## src/rtl/sram_lane_pkg.sv

```systemverilog
package sram_lane_pkg;

    localparam int ADDR_W = 19;
    localparam int DATA_W = 16;
    localparam int LANES  = DATA_W / 8;

    typedef enum logic [2:0] {
        ST_IDLE,
        ST_READ,
        ST_WR_TURN,
        ST_WR_PULSE,
        ST_WR_REL
    } seq_state_e;

    typedef struct packed {
        logic [ADDR_W-1:0] addr;
        logic [DATA_W-1:0] wdata;
        logic [LANES-1:0]  lanes;
        logic              write;
    } mem_op_t;

    function automatic int unsigned max2(input int unsigned a, input int unsigned b);
        return (a > b) ? a : b;
    endfunction

    function automatic logic [DATA_W-1:0] lane_mask(input logic [LANES-1:0] en);
        logic [DATA_W-1:0] m;
        for (int i = 0; i < LANES; i++) begin
            m[i*8 +: 8] = {8{en[i]}};
        end
        return m;
    endfunction

endpackage

```

## src/rtl/sram_lane_timer.sv

```systemverilog
module sram_lane_timer #(
    parameter int CNT_W = 3
) (
    input  logic             clk,
    input  logic             rst,
    input  logic             load_i,
    input  logic [CNT_W-1:0] load_val_i,
    output logic             done_o
);
    logic [CNT_W-1:0] cnt_q;

    always_ff @(posedge clk) begin
        if (rst) begin
            cnt_q <= '0;
        end else if (load_i) begin
            cnt_q <= load_val_i - CNT_W'(1);
        end else if (cnt_q != '0) begin
            cnt_q <= cnt_q - CNT_W'(1);
        end
    end

    assign done_o = (cnt_q == '0);

endmodule

```

## src/rtl/sram_lane_turn.sv

```systemverilog
module sram_lane_turn #(
    parameter int TURN = 3
) (
    input  logic clk,
    input  logic rst,
    input  logic oe_n_i,
    output logic ok_o
);
    localparam int TW = $clog2(TURN + 1);

    logic [TW-1:0] quiet_q;

    always_ff @(posedge clk) begin
        if (rst) begin
            quiet_q <= '0;
        end else if (!oe_n_i) begin
            quiet_q <= '0;
        end else if (quiet_q != TW'(TURN)) begin
            quiet_q <= quiet_q + TW'(1);
        end
    end

    assign ok_o = (quiet_q == TW'(TURN)) && oe_n_i;

    // the bus is declared free only after output enable was already high
    a_r8_ok_needs_quiet: assert property (@(posedge clk) disable iff (rst)
        ok_o |-> $past(oe_n_i));

endmodule

```

## src/rtl/sram_lane_rdcap.sv

```systemverilog
module sram_lane_rdcap
    import sram_lane_pkg::*;
(
    input  logic              clk,
    input  logic              rst,
    input  logic              cap_i,
    input  logic [LANES-1:0]  lanes_i,
    input  logic [DATA_W-1:0] dq_i,
    output logic [DATA_W-1:0] rsp_data_o,
    output logic              rsp_valid_o
);
    always_ff @(posedge clk) begin
        if (rst) begin
            rsp_data_o  <= '0;
            rsp_valid_o <= 1'b0;
        end else begin
            rsp_valid_o <= cap_i;
            if (cap_i) begin
                rsp_data_o <= dq_i & lane_mask(lanes_i);
            end
        end
    end

    // read data is announced for a single cycle
    a_r4_one_shot: assert property (@(posedge clk) disable iff (rst)
        rsp_valid_o |=> !rsp_valid_o);

endmodule

```

## src/rtl/sram_lane_ctrl.sv

```systemverilog
module sram_lane_ctrl
    import sram_lane_pkg::*;
#(
    parameter int RD_CYC   = 7,
    parameter int WR_PULSE = 5,
    parameter int WR_SETUP = 3,
    parameter int WR_CYC   = 7,
    parameter int TURN     = 3
) (
    input  logic              clk,
    input  logic              rst,
    input  logic              req_valid,
    output logic              req_ready,
    input  logic              req_write,
    input  logic [ADDR_W-1:0] req_addr,
    input  logic [DATA_W-1:0] req_wdata,
    input  logic [LANES-1:0]  req_lanes,
    output logic              rsp_valid,
    output logic [DATA_W-1:0] rsp_data,
    output logic [ADDR_W-1:0] mem_addr,
    output logic              mem_cs1_n,
    output logic              mem_cs2,
    output logic              mem_lb_n,
    output logic              mem_ub_n,
    output logic              mem_oe_n,
    output logic              mem_we_n,
    output logic [DATA_W-1:0] mem_dq_out,
    input  logic [DATA_W-1:0] mem_dq_in,
    output logic              mem_dq_oe
);
    localparam int PULSE_EFF = int'(max2(WR_PULSE, WR_SETUP));
    localparam int REC_CYC   = (WR_CYC > PULSE_EFF) ? (WR_CYC - PULSE_EFF) : 1;
    localparam int MAX_CNT   = int'(max2(RD_CYC, max2(PULSE_EFF, REC_CYC)));
    localparam int CNT_W     = $clog2(MAX_CNT + 1);

    seq_state_e       state_q;
    mem_op_t          op_q;
    logic             rel_first_q;
    logic             tmr_load;
    logic [CNT_W-1:0] tmr_val;
    logic             tmr_done;
    logic             turn_ok;
    logic             active;
    logic             cap;

    sram_lane_timer #(.CNT_W(CNT_W)) u_timer (
        .clk        (clk),
        .rst        (rst),
        .load_i     (tmr_load),
        .load_val_i (tmr_val),
        .done_o     (tmr_done)
    );

    sram_lane_turn #(.TURN(TURN)) u_turn (
        .clk    (clk),
        .rst    (rst),
        .oe_n_i (mem_oe_n),
        .ok_o   (turn_ok)
    );

    always_comb begin
        tmr_load = 1'b0;
        tmr_val  = '0;
        unique case (state_q)
            ST_IDLE: begin
                tmr_load = req_valid && !req_write;
                tmr_val  = CNT_W'(RD_CYC);
            end
            ST_WR_TURN: begin
                tmr_load = turn_ok;
                tmr_val  = CNT_W'(PULSE_EFF);
            end
            ST_WR_PULSE: begin
                tmr_load = tmr_done;
                tmr_val  = CNT_W'(REC_CYC);
            end
            default: ;
        endcase
    end

    always_ff @(posedge clk) begin
        if (rst) begin
            state_q     <= ST_IDLE;
            op_q        <= '0;
            rel_first_q <= 1'b0;
        end else begin
            rel_first_q <= 1'b0;
            unique case (state_q)
                ST_IDLE: if (req_valid) begin
                    op_q    <= '{addr: req_addr, wdata: req_wdata,
                                 lanes: req_lanes, write: req_write};
                    state_q <= req_write ? ST_WR_TURN : ST_READ;
                end
                ST_READ:     if (tmr_done) state_q <= ST_IDLE;
                ST_WR_TURN:  if (turn_ok)  state_q <= ST_WR_PULSE;
                ST_WR_PULSE: if (tmr_done) begin
                    state_q     <= ST_WR_REL;
                    rel_first_q <= 1'b1;
                end
                ST_WR_REL:   if (tmr_done) state_q <= ST_IDLE;
                default:     state_q <= ST_IDLE;
            endcase
        end
    end

    assign active     = (state_q != ST_IDLE);
    assign req_ready  = !active;
    assign mem_addr   = op_q.addr;
    assign mem_cs1_n  = !active;
    assign mem_cs2    = active;
    assign mem_lb_n   = !(active && op_q.lanes[0]);
    assign mem_ub_n   = !(active && op_q.lanes[1]);
    assign mem_oe_n   = (state_q != ST_READ);
    assign mem_we_n   = (state_q != ST_WR_PULSE);
    assign mem_dq_out = op_q.wdata;
    assign mem_dq_oe  = (state_q == ST_WR_PULSE) || (state_q == ST_WR_REL && rel_first_q);
    assign cap        = (state_q == ST_READ) && tmr_done;

    sram_lane_rdcap u_rdcap (
        .clk         (clk),
        .rst         (rst),
        .cap_i       (cap),
        .lanes_i     (op_q.lanes),
        .dq_i        (mem_dq_in),
        .rsp_data_o  (rsp_data),
        .rsp_valid_o (rsp_valid)
    );

    // Strobe length counters used only by the properties below
    logic [CNT_W-1:0] we_lo_q;
    logic [CNT_W-1:0] oe_lo_q;

    always_ff @(posedge clk) begin
        if (rst) begin
            we_lo_q <= '0;
            oe_lo_q <= '0;
        end else begin
            if (mem_we_n) we_lo_q <= '0;
            else if (we_lo_q != '1) we_lo_q <= we_lo_q + CNT_W'(1);
            if (mem_oe_n) oe_lo_q <= '0;
            else if (oe_lo_q != '1) oe_lo_q <= oe_lo_q + CNT_W'(1);
        end
    end

    a_r6_pulse_len: assert property (@(posedge clk) disable iff (rst)
        $rose(mem_we_n) |-> (we_lo_q == CNT_W'(PULSE_EFF)));

    a_r4_read_len: assert property (@(posedge clk) disable iff (rst)
        $rose(mem_oe_n) |-> (oe_lo_q == CNT_W'(RD_CYC)));

    a_r6_data_stable: assert property (@(posedge clk) disable iff (rst)
        (!mem_we_n && $past(!mem_we_n)) |-> $stable(mem_dq_out));

    a_r8_no_fight: assert property (@(posedge clk) disable iff (rst)
        mem_dq_oe |-> mem_oe_n);

    a_r8_turn_gap: assert property (@(posedge clk) disable iff (rst)
        $rose(mem_dq_oe) |-> turn_ok);

    a_r9_hold_at_rise: assert property (@(posedge clk) disable iff (rst)
        $rose(mem_we_n) |-> mem_dq_oe);

    a_r9_release: assert property (@(posedge clk) disable iff (rst)
        $rose(mem_we_n) |=> !mem_dq_oe);

    a_r3_lane_needs_cs: assert property (@(posedge clk) disable iff (rst)
        (!mem_lb_n || !mem_ub_n) |-> (!mem_cs1_n && mem_cs2));

    a_r10_busy_after_accept: assert property (@(posedge clk) disable iff (rst)
        (req_valid && req_ready) |=> !req_ready);

    a_r11_addr_hold: assert property (@(posedge clk) disable iff (rst)
        (!req_ready && $past(!req_ready)) |-> $stable(mem_addr));

endmodule

```

## config.mk

```make
export PLATFORM = sky130hd
export DESIGN_NAME = sram_lane_ctrl
export DESIGN_NICKNAME = d
export VERILOG_FILES = /design/src/rtl/sram_lane_pkg.sv /design/src/rtl/sram_lane_timer.sv /design/src/rtl/sram_lane_turn.sv /design/src/rtl/sram_lane_rdcap.sv /design/src/rtl/sram_lane_ctrl.sv
export SDC_FILE = /design/constraint.sdc
export NUM_CORES = 1
export LEC_CHECK = 0
export ABC_AREA = 1
export BUFFER_PORTS_ARGS = -buffer_cell sky130_fd_sc_hd__buf_4
export CAP_MARGIN = 40
export CORE_ASPECT_RATIO = 1.4
export CORE_MARGIN = 1.5
export CORE_UTILIZATION = 45
export CTS_CLUSTER_DIAMETER = 150
export CTS_CLUSTER_SIZE = 14
export DETAILED_ROUTE_END_ITERATION = 7
export MAX_ROUTING_LAYER = met4
export PLACE_DENSITY = 0.76
export SLEW_MARGIN = 5
export SYNTH_ARGS = -nofsm -noshare
export SYNTH_HDL_FRONTEND = slang
export SYNTH_SLANG_ARGS = --single-unit
```

## constraint.sdc

```tcl
create_clock -name clk -period 4.2 [get_ports clk]
set_input_delay 0.63 -clock clk [delete_from_list [all_inputs] [get_ports clk]]
set_output_delay 0.63 -clock clk [all_outputs]
set_load 0.02 [all_outputs]
```

==> results of run 1 <==
## cells in the final DEF, fill, tap and decap left out, types with 4 or more instances in the layout
cell / n
buf_4: 117
nand2_1: 69
dfxtp_1: 63
nand3_1: 62
a21oi_1: 42
o21ai_0: 17
inv_1: 11
clkbuf_8: 11
nor2_1: 5
inv_2: 4
## final timing paths
kind         slack, ns           end  cells past startpoint
max               1.84     req_ready                      5
min               0.46  mem_addr[15]                      2
max reg2reg       2.37  mem_addr[10]                      7
min reg2reg       0.46  mem_addr[15]                      2
## critical path, delay by kind of cell (launching register included)
kind / cells / cell delay [ns]
simple gates: 2 / 0.36
flops: 1 / 0.34
buf+inv: 3 / 0.69
## routing by layer
layer  GRT usage (%)  routed length, um
met5               -                  0
met2           33.41               3295
met1           22.61               2543
met3           5.285                384
met4           10.95                241
## power groups by stage
stage / Sequential [mW] / Clock, mW / Combinational, mW
6_report: 0.764 / 0.472 / 0.761
5_1_grt: 0.776 / 0.518 / 0.850
4_1_cts: 0.764 / 0.486 / 0.770
3_5_place_dp: 0.776 / 0 / 0.769
3_3_place_gp: 0.774 / 0 / 0.753
2_1_floorplan: 0.759 / 0 / 0.633
## through the flow
step / power [mW] / util (%) / instance area, um2
3_3_place_gp: 1.527 / 56.59 / 3318
4_1_cts: 2.020 / 59.73 / 3502
5_1_grt: 2.144 / 59.73 / 3502
2_1_floorplan: 1.392 / - / 2748
3_5_place_dp: 1.545 / 56.59 / 3318
6_report: 1.998 / 59.73 / 3502
## state kept, by name, indices dropped and copies added, names as in the netlist
register,cells
u_turn.quiet_q,2
u_rdcap.rsp_valid_o,1
state_q,3
rel_first_q,1
mem_dq_out,16
u_rdcap.rsp_data_o,16
op_q,2
u_timer.cnt_q,3
mem_addr,19
## logic make-up (layout without fill, tap and decap cells)
family          after synthesis  after routing
fa+ha+maj                     2              2
compound gates               63             63
buf+inv                      73            148
xor+xnor                      1              1
flops                        63             63
simple gates                147            147
## final cells by class
cell class | count | share of cell area [%]
Inverter | 15 | 1.608
Sequential cell | 63 | 36.01
Multi-Input combinational cell | 213 | 29.55
Timing Repair Buffer | 117 | 25.08
Tap cell | 70 | 2.501
Clock inverter | 5 | 0.9289
Clock buffer | 11 | 4.323
==> out/metrics.csv, run 1 <==
stage,metric,value,unit
logic_synthesis,synth-seq-cells,63,
pwr,p_per_area,570.5,mW/mm2
timing,slew_headroom,58.72,%
logic_synthesis,synthDistinctLibCells,24,
global_route,grtUsageTotal,20.29,%
pwr,internal_power,1.222,mW
floorplanning,ios,117,
timing,skew,0.007673,ns
clocking,post-cts-setup-buffer-count,0,
pwr,pwr-share-seq,38.2,%
timing,period_needed,2.360,ns
timing,worst_slack,1.840,ns
detailed_routing,drc,0,
detailed_routing,route.vias.total,2506,
logic_synthesis,synth_top_family_by_area,simple AND/OR/NAND/NOR gates,
timing,setup_violations,0,
critical_path,start_kind,register,
clocking,cts_hold_buf,0,
critical_path,slowest_delay,0.37,ns
detailed_routing,drt_iter0_markers,158,
critical_path,critPathLaunch,state_q[1],
pwr,p_leak,1.565,nW
placed_design,pre_cts_ws,2.090,ns
logic_synthesis,synth-edff-count,0,
placed_design,hpwl,4600,um
detailed_routing,viasPerCell,5.073,
global_route,grt_pass1_wl,10530,um
run_status,status,finished clean,
logic_synthesis,syn_area_per_cell,7.873,um2
critical_path,path_common_cell,buf_4,
placed_design,place_congestion,0.8532,
placed_design,dp_cells,478,
placed_design,port_buffers,116,
logic_synthesis,synth.area.top_cells,"dfxtp_1 (46%), nand3_1 (11%), buf_4 (10%), nand2_1 (9.4%), a21oi_1 (7.7%)",
logic_synthesis,ys_top_cells_by_count,"nand2_1 (69), dfxtp_1 (63), nand3_1 (62)",
logic_synthesis,synth-compound-area-share,11.75,%
critical_path,required,3.57,ns
timing,worstMarginPinSlew,0.6186,ns
clocking,cts-htree-levels,3,
logic_synthesis,synthMuxAreaShare,0,%
critical_path,reg2reg_from,state_q[1],
detailed_routing,drtAntennaViolNets,0,
clocking,cts_sinks,63,
timing,min_period_over_period,56.20,%
logic_synthesis,yosysWarnings,0,
pwr,worst_ir_drop_vdd,0.3171,mV
clocking,cts_max_path_buffers,2,
floorplanning,initial_utilization,46.86,%
logic_synthesis,synth_xor_area_share,0.3188,%
detailed_routing,drt_pass1_iterations,4,
pwr,sw_frac_of_total,38.83,%
clocking,cts_resized,0,
layout,register_area,0.001261,mm2
floorplanning,die_height,95.46,um
timing,fmax,0.4236,GHz
hold_path,min_from,mem_addr[15],
logic_synthesis,synthMostInstantiatedCell,nand2_1,
logic_synthesis,synthAdderAreaFrac,0.9107,%
clocking,cts-root-buf,clkbuf_8,
pwr,p_switching,0.7758,mW
critical_path,arrival,1.73,ns
layout,n_antenna_cell,0,
timing,rsz0062_at_grt,false,
layout,syn_to_final_growth,27.46,%
clocking,clk_latency,0.32,ns
logic_synthesis,synth_fp_nets,408,
timing,finalSetupTns,0,ns
timing,hold_violations,0,
hold_path,hold_class,register to register,
floorplanning,fp-row-count,33,
layout,final-instance-count-excl-fill,494,
floorplanning,die_w,69.04,um
pwr,comb_power_share,38.1,%
critical_path,path_class,register to output port,
floorplanning,coreArea,0.005863,mm2
logic_synthesis,yosysTopAreaCell,dfxtp_1,
logic_synthesis,synth_seq_area_share,45.90,%
clocking,clkSlewWorstSetupHoldPaths,0.07,ns
global_route,antenna_found_initial,0,
logic_synthesis,yosysTopAreaCellShare,45.90,%
layout,drive_gt1_share,35.14,%
logic_synthesis,synthFlopType,dfxtp_1,
critical_path,path_cells,inv_2 > nand2_2 > nor2_4 > buf_4 > buf_4,
global_route,grt_start_max_net_pins,42,
global_route,grt_pass1_vias,2322,
layout,layout.nets,478,
detailed_routing,wl_per_cell,13.09,um
critical_path,critical_path.max_fanout,29,
clocking,cts_tree,done,
timing,slew_violations,0,
logic_synthesis,synthCells,349,
layout,fillerInstances,566,
critical_path,cpMaxStageDelayCell,buf_4,
critical_path,cp-end-kind,output port,
logic_synthesis,ys_async_sr_fraction,0,%
detailed_routing,totalWireLength,6465,um
logic_synthesis,syn_area,0.002748,mm2
logic_synthesis,synth_simple_gate_area_share,24.68,%
layout,multiInputGateArea,0.001035,mm2
run,max_cap_violations,0,
timing,hold-worst-slack,0.4588,ns
floorplanning,dieArea,0.006590,mm2
pwr,pwr-share-clk,23.6,%
global_route,overflow,0,
clocking,cts-buffers-inserted,9,
Power figures use the tool's default switching activity.
==> run 2: changes to the inputs <==
Settings changed: ABC_AREA 1 to 0, PLACE_DENSITY 0.76 to 0.77.
Clock period 4.2 ns to 2.4 ns, I/O delays scaled along.
==> out/metrics.csv, run 2 <==
stage,metric,value,unit,change
run_status,status,finished clean,,unchanged
clocking,cts-buffers-inserted,9,,unchanged
global_route,grt_pass1_wl,9259,um,was 10530 um
global_route,use_met1,19.65,%,was 22.61%
timing,hold_violations,0,,unchanged
detailed_routing,drc,0,,unchanged
timing,worstMarginPinSlew,0.6105,ns,was 0.6186 ns
placed_design,place_congestion,0.8221,,was 0.8532
global_route,grt_util_met3,5.832,%,was 5.285%
layout,drive_gt1_share,35.77,%,was 35.14%
pwr,comb_power_share,30.8,%,was 38.1%
logic_synthesis,synth_top_family_by_area,simple AND/OR/NAND/NOR gates,,unchanged
clocking,clkSlewWorstSetupHoldPaths,0.07,ns,about the same
detailed_routing,viasPerCell,4.962,,was 5.073
logic_synthesis,synthDistinctLibCells,29,,was 24
logic_synthesis,synth_simple_gate_area_share,17.83,%,was 24.68%
logic_synthesis,synthFlopType,dfxtp_1,,unchanged
pwr,p_total,3.119,mW,was 1.998 mW
logic_synthesis,synth_seq_area_share,48.70,%,was 45.90%
critical_path,cp-end-kind,register,,was output port
logic_synthesis,synth-seq-cells,63,,unchanged
clocking,clk_latency,0.34,ns,was 0.32 ns
clocking,cts_max_path_buffers,2,,unchanged
pwr,worst_ir_drop_vdd,0.6578,mV,was 0.3171 mV
layout,fillerInstances,503,,was 566
floorplanning,fp-row-count,32,,was 33
clocking,cts_hold_buf,0,,unchanged
timing,slew_headroom,59.30,%,was 58.72%
logic_synthesis,synth.area.top_cells,"dfxtp_1 (49%), nand2_1 (12%), buf_4 (11%), a21oi_1 (8.5%), a22o_1 (5.7%)",,"was dfxtp_1 (46%), nand3_1 (11%), buf_4 (10%), nand2_1 (9.4%), a21oi_1 (7.7%)"
clocking,cts-root-buf,clkbuf_8,,unchanged
floorplanning,ios,117,,unchanged
timing,slew_violations,0,,unchanged
placed_design,port_buffers,116,,unchanged
logic_synthesis,yosysTopAreaCellShare,48.70,%,was 45.90%
critical_path,start_kind,register,,unchanged
critical_path,arrival,2.47,ns,was 1.73 ns
pwr,p_leak,1.548,nW,was 1.565 nW
pwr,internal_power,2.067,mW,was 1.222 mW
timing,setup_violations,0,,unchanged
pwr,sw_frac_of_total,33.73,%,was 38.83%
logic_synthesis,synthMuxAreaShare,1.159,%,was 0%
global_route,grt_start_max_net_pins,49,,was 42
logic_synthesis,synth-edff-count,0,,unchanged
clocking,cts_sinks,63,,unchanged
critical_path,worstRegToRegCells,8,,was 7
detailed_routing,totalWireLength,6062,um,was 6465 um
layout,final_cell_mix,"buf_4 (118), nand2_1 (81), dfxtp_1 (63)",,"was buf_4 (117), nand2_1 (69), dfxtp_1 (63)"
critical_path,path_class,register to register,,was register to output port
logic_synthesis,synthAdderAreaFrac,0.9662,%,was 0.9107%
logic_synthesis,syn_area,0.002590,mm2,was 0.002748 mm2
logic_synthesis,synth_fp_nets,360,,was 408
clocking,cts-htree-levels,3,,unchanged
critical_path,crit-reg2reg-capture,u_timer.cnt_q[2],,was mem_addr[10]
critical_path,reg2reg_from,u_turn.quiet_q[0],,was state_q[1]
logic_synthesis,synthMostInstantiatedCell,nand2_1,,unchanged
logic_synthesis,ys_async_sr_fraction,0,%,unchanged
global_route,grtUsageMet2,35.48,%,was 33.41%
floorplanning,die_w,67.12,um,was 69.04 um
placed_design,hpwl,4354,um,was 4600 um
global_route,overflow,0,,unchanged
detailed_routing,drtAntennaViolNets,0,,unchanged
layout,final_common_cell,buf_4,,unchanged
critical_path,critPathLaunch,u_turn.quiet_q[0],,was state_q[1]
logic_synthesis,synth-compound-area-share,15.85,%,was 11.75%
critical_path,crit_end,u_timer.cnt_q[2],,was req_ready
detailed_routing,wl_per_cell,13.44,um,was 13.09 um
logic_synthesis,ys_top_cells_by_count,"nand2_1 (81), dfxtp_1 (63), a21oi_1 (44)",,"was nand2_1 (69), dfxtp_1 (63), nand3_1 (62)"
global_route,grt_pass1_vias,2068,,was 2322
timing,fmax,0.4537,GHz,
floorplanning,die_height,92.77,um,was 95.46 um
timing,finalSetupTns,0,ns,unchanged
critical_path,required,2.67,ns,was 3.57 ns
layout,utilization,61.39,%,was 59.73%
detailed_routing,drt_iter0_markers,131,,was 158
clocking,post-cts-setup-buffer-count,0,,unchanged
detailed_routing,route.vias.total,2238,,was 2506
pwr,p_switching,1.052,mW,was 0.7758 mW
layout,layout.nets,437,,was 478
run,max_cap_violations,0,,unchanged
global_route,grt.busiest_layer,met2,,unchanged
floorplanning,initial_utilization,46.88,%,was 46.86%
layout,syn_to_final_growth,30.97,%,was 27.46%
global_route,grtUsageTotal,20.68,%,was 20.29%
timing,hold-worst-slack,0.2262,ns,was 0.4588 ns
logic_synthesis,yosysWarnings,0,,unchanged
clocking,cts_resized,0,,unchanged
logic_synthesis,syn_area_per_cell,8.605,um2,was 7.873 um2
logic_synthesis,synth_xor_area_share,0.3382,%,was 0.3188%
timing,min_period_over_period,91.83,%,
critical_path,critical_path.max_fanout,5,,was 29
pwr,pwr-share-seq,41.0,%,was 38.2%
pwr,pwr-share-clk,28.2,%,was 23.6%
detailed_routing,drt_pass1_iterations,4,,unchanged
clocking,cts_tree,done,,unchanged
timing,skew,0.008614,ns,was 0.007673 ns
floorplanning,coreArea,0.005525,mm2,was 0.005863 mm2
hold_path,hold_class,input pin to register,,was register to register
timing,period_needed,2.204,ns,
global_route,antenna_found_initial,0,,unchanged
layout,largest_reg_flops,19,,unchanged
logic_synthesis,yosysTopAreaCell,dfxtp_1,,unchanged
critical_path,r2r_slack,0.20,ns,was 2.37 ns
timing,rsz0062_at_grt,false,,unchanged
logic_synthesis,synthCells,301,,was 349
pwr,p_per_area,919.6,mW/mm2,was 570.5 mW/mm2
layout,n_antenna_cell,0,,unchanged
floorplanning,dieArea,0.006226,mm2,was 0.006590 mm2
run 2: final cells by class:
type / count / area [um2] / area share, %
Clock buffer: 10 / 127.6 / 3.762
Tap cell: 68 / 85.08 / 2.508
Clock inverter: 6 / 61.31 / 1.807
Timing Repair Buffer: 119 / 905.9 / 26.71
Sequential cell: 63 / 1261 / 37.18
Inverter: 4 / 15.01 / 0.4426
Multi-Input combinational cell: 181 / 935.9 / 27.59
run 2: cell families after synthesis:
group,count (synthesis)
XOR/XNOR,1
adder cells (fa/ha/maj),2
AND/OR/NAND/NOR,109
multiplexers,3
AO/OA/AOI/OAI,66
buffers and inverters,57
flip-flops,63
run 2: worst min-delay path by stage:
stage,from,end,cells past startpoint
6_report,mem_dq_in[15],u_rdcap.rsp_data_o[15],2
5_1_grt,mem_dq_in[10],u_rdcap.rsp_data_o[10],2
4_1_cts,mem_dq_in[15],u_rdcap.rsp_data_o[15],2
3_5_place_dp,mem_addr[15],mem_addr[15],2
3_3_place_gp,mem_dq_out[5],mem_dq_out[5],2
2_1_floorplan,mem_addr[0],mem_addr[0],2
run 2: worst max-delay path, cell delays in order (launching register included):
cell	delay [ns]
dfxtp_1	0.32
ha_1	0.25
and2_1	0.20
o21ai_0	0.42
a22o_1	0.21
ha_1	0.21
nor4_1	0.07
a2111o_1	0.35
a21oi_1	0.11
run 2: metal layers:
layer / share of wire (%) / vias to the layer above
li1: - / 1120
met1: 38 / 1037
met2: 54 / 65
met3: 5.5 / 16
met4: 3.2 / 0
met5: 0 / -
run 2: stage by stage:
step,std cells,area (um2),setup WS [ns]
floorplan,301,2590,0.4239
global placement,434,3196,0.3255
detailed placement,435,3203,0.1987
CTS,451,3392,0.1910
global route,451,3392,0.03381
finish,451,3392,0.1961
run 2: power by group through the flow:
stage / combinational (mW) / clock, mW / sequential [mW]
CTS: 0.972 / 0.901 / 1.28
detailed placement: 0.971 / 0 / 1.30
global placement: 0.949 / 0 / 1.29
floorplan: 0.747 / 0 / 1.28
finish: 0.961 / 0.880 / 1.28
global route: 1.06 / 0.945 / 1.30
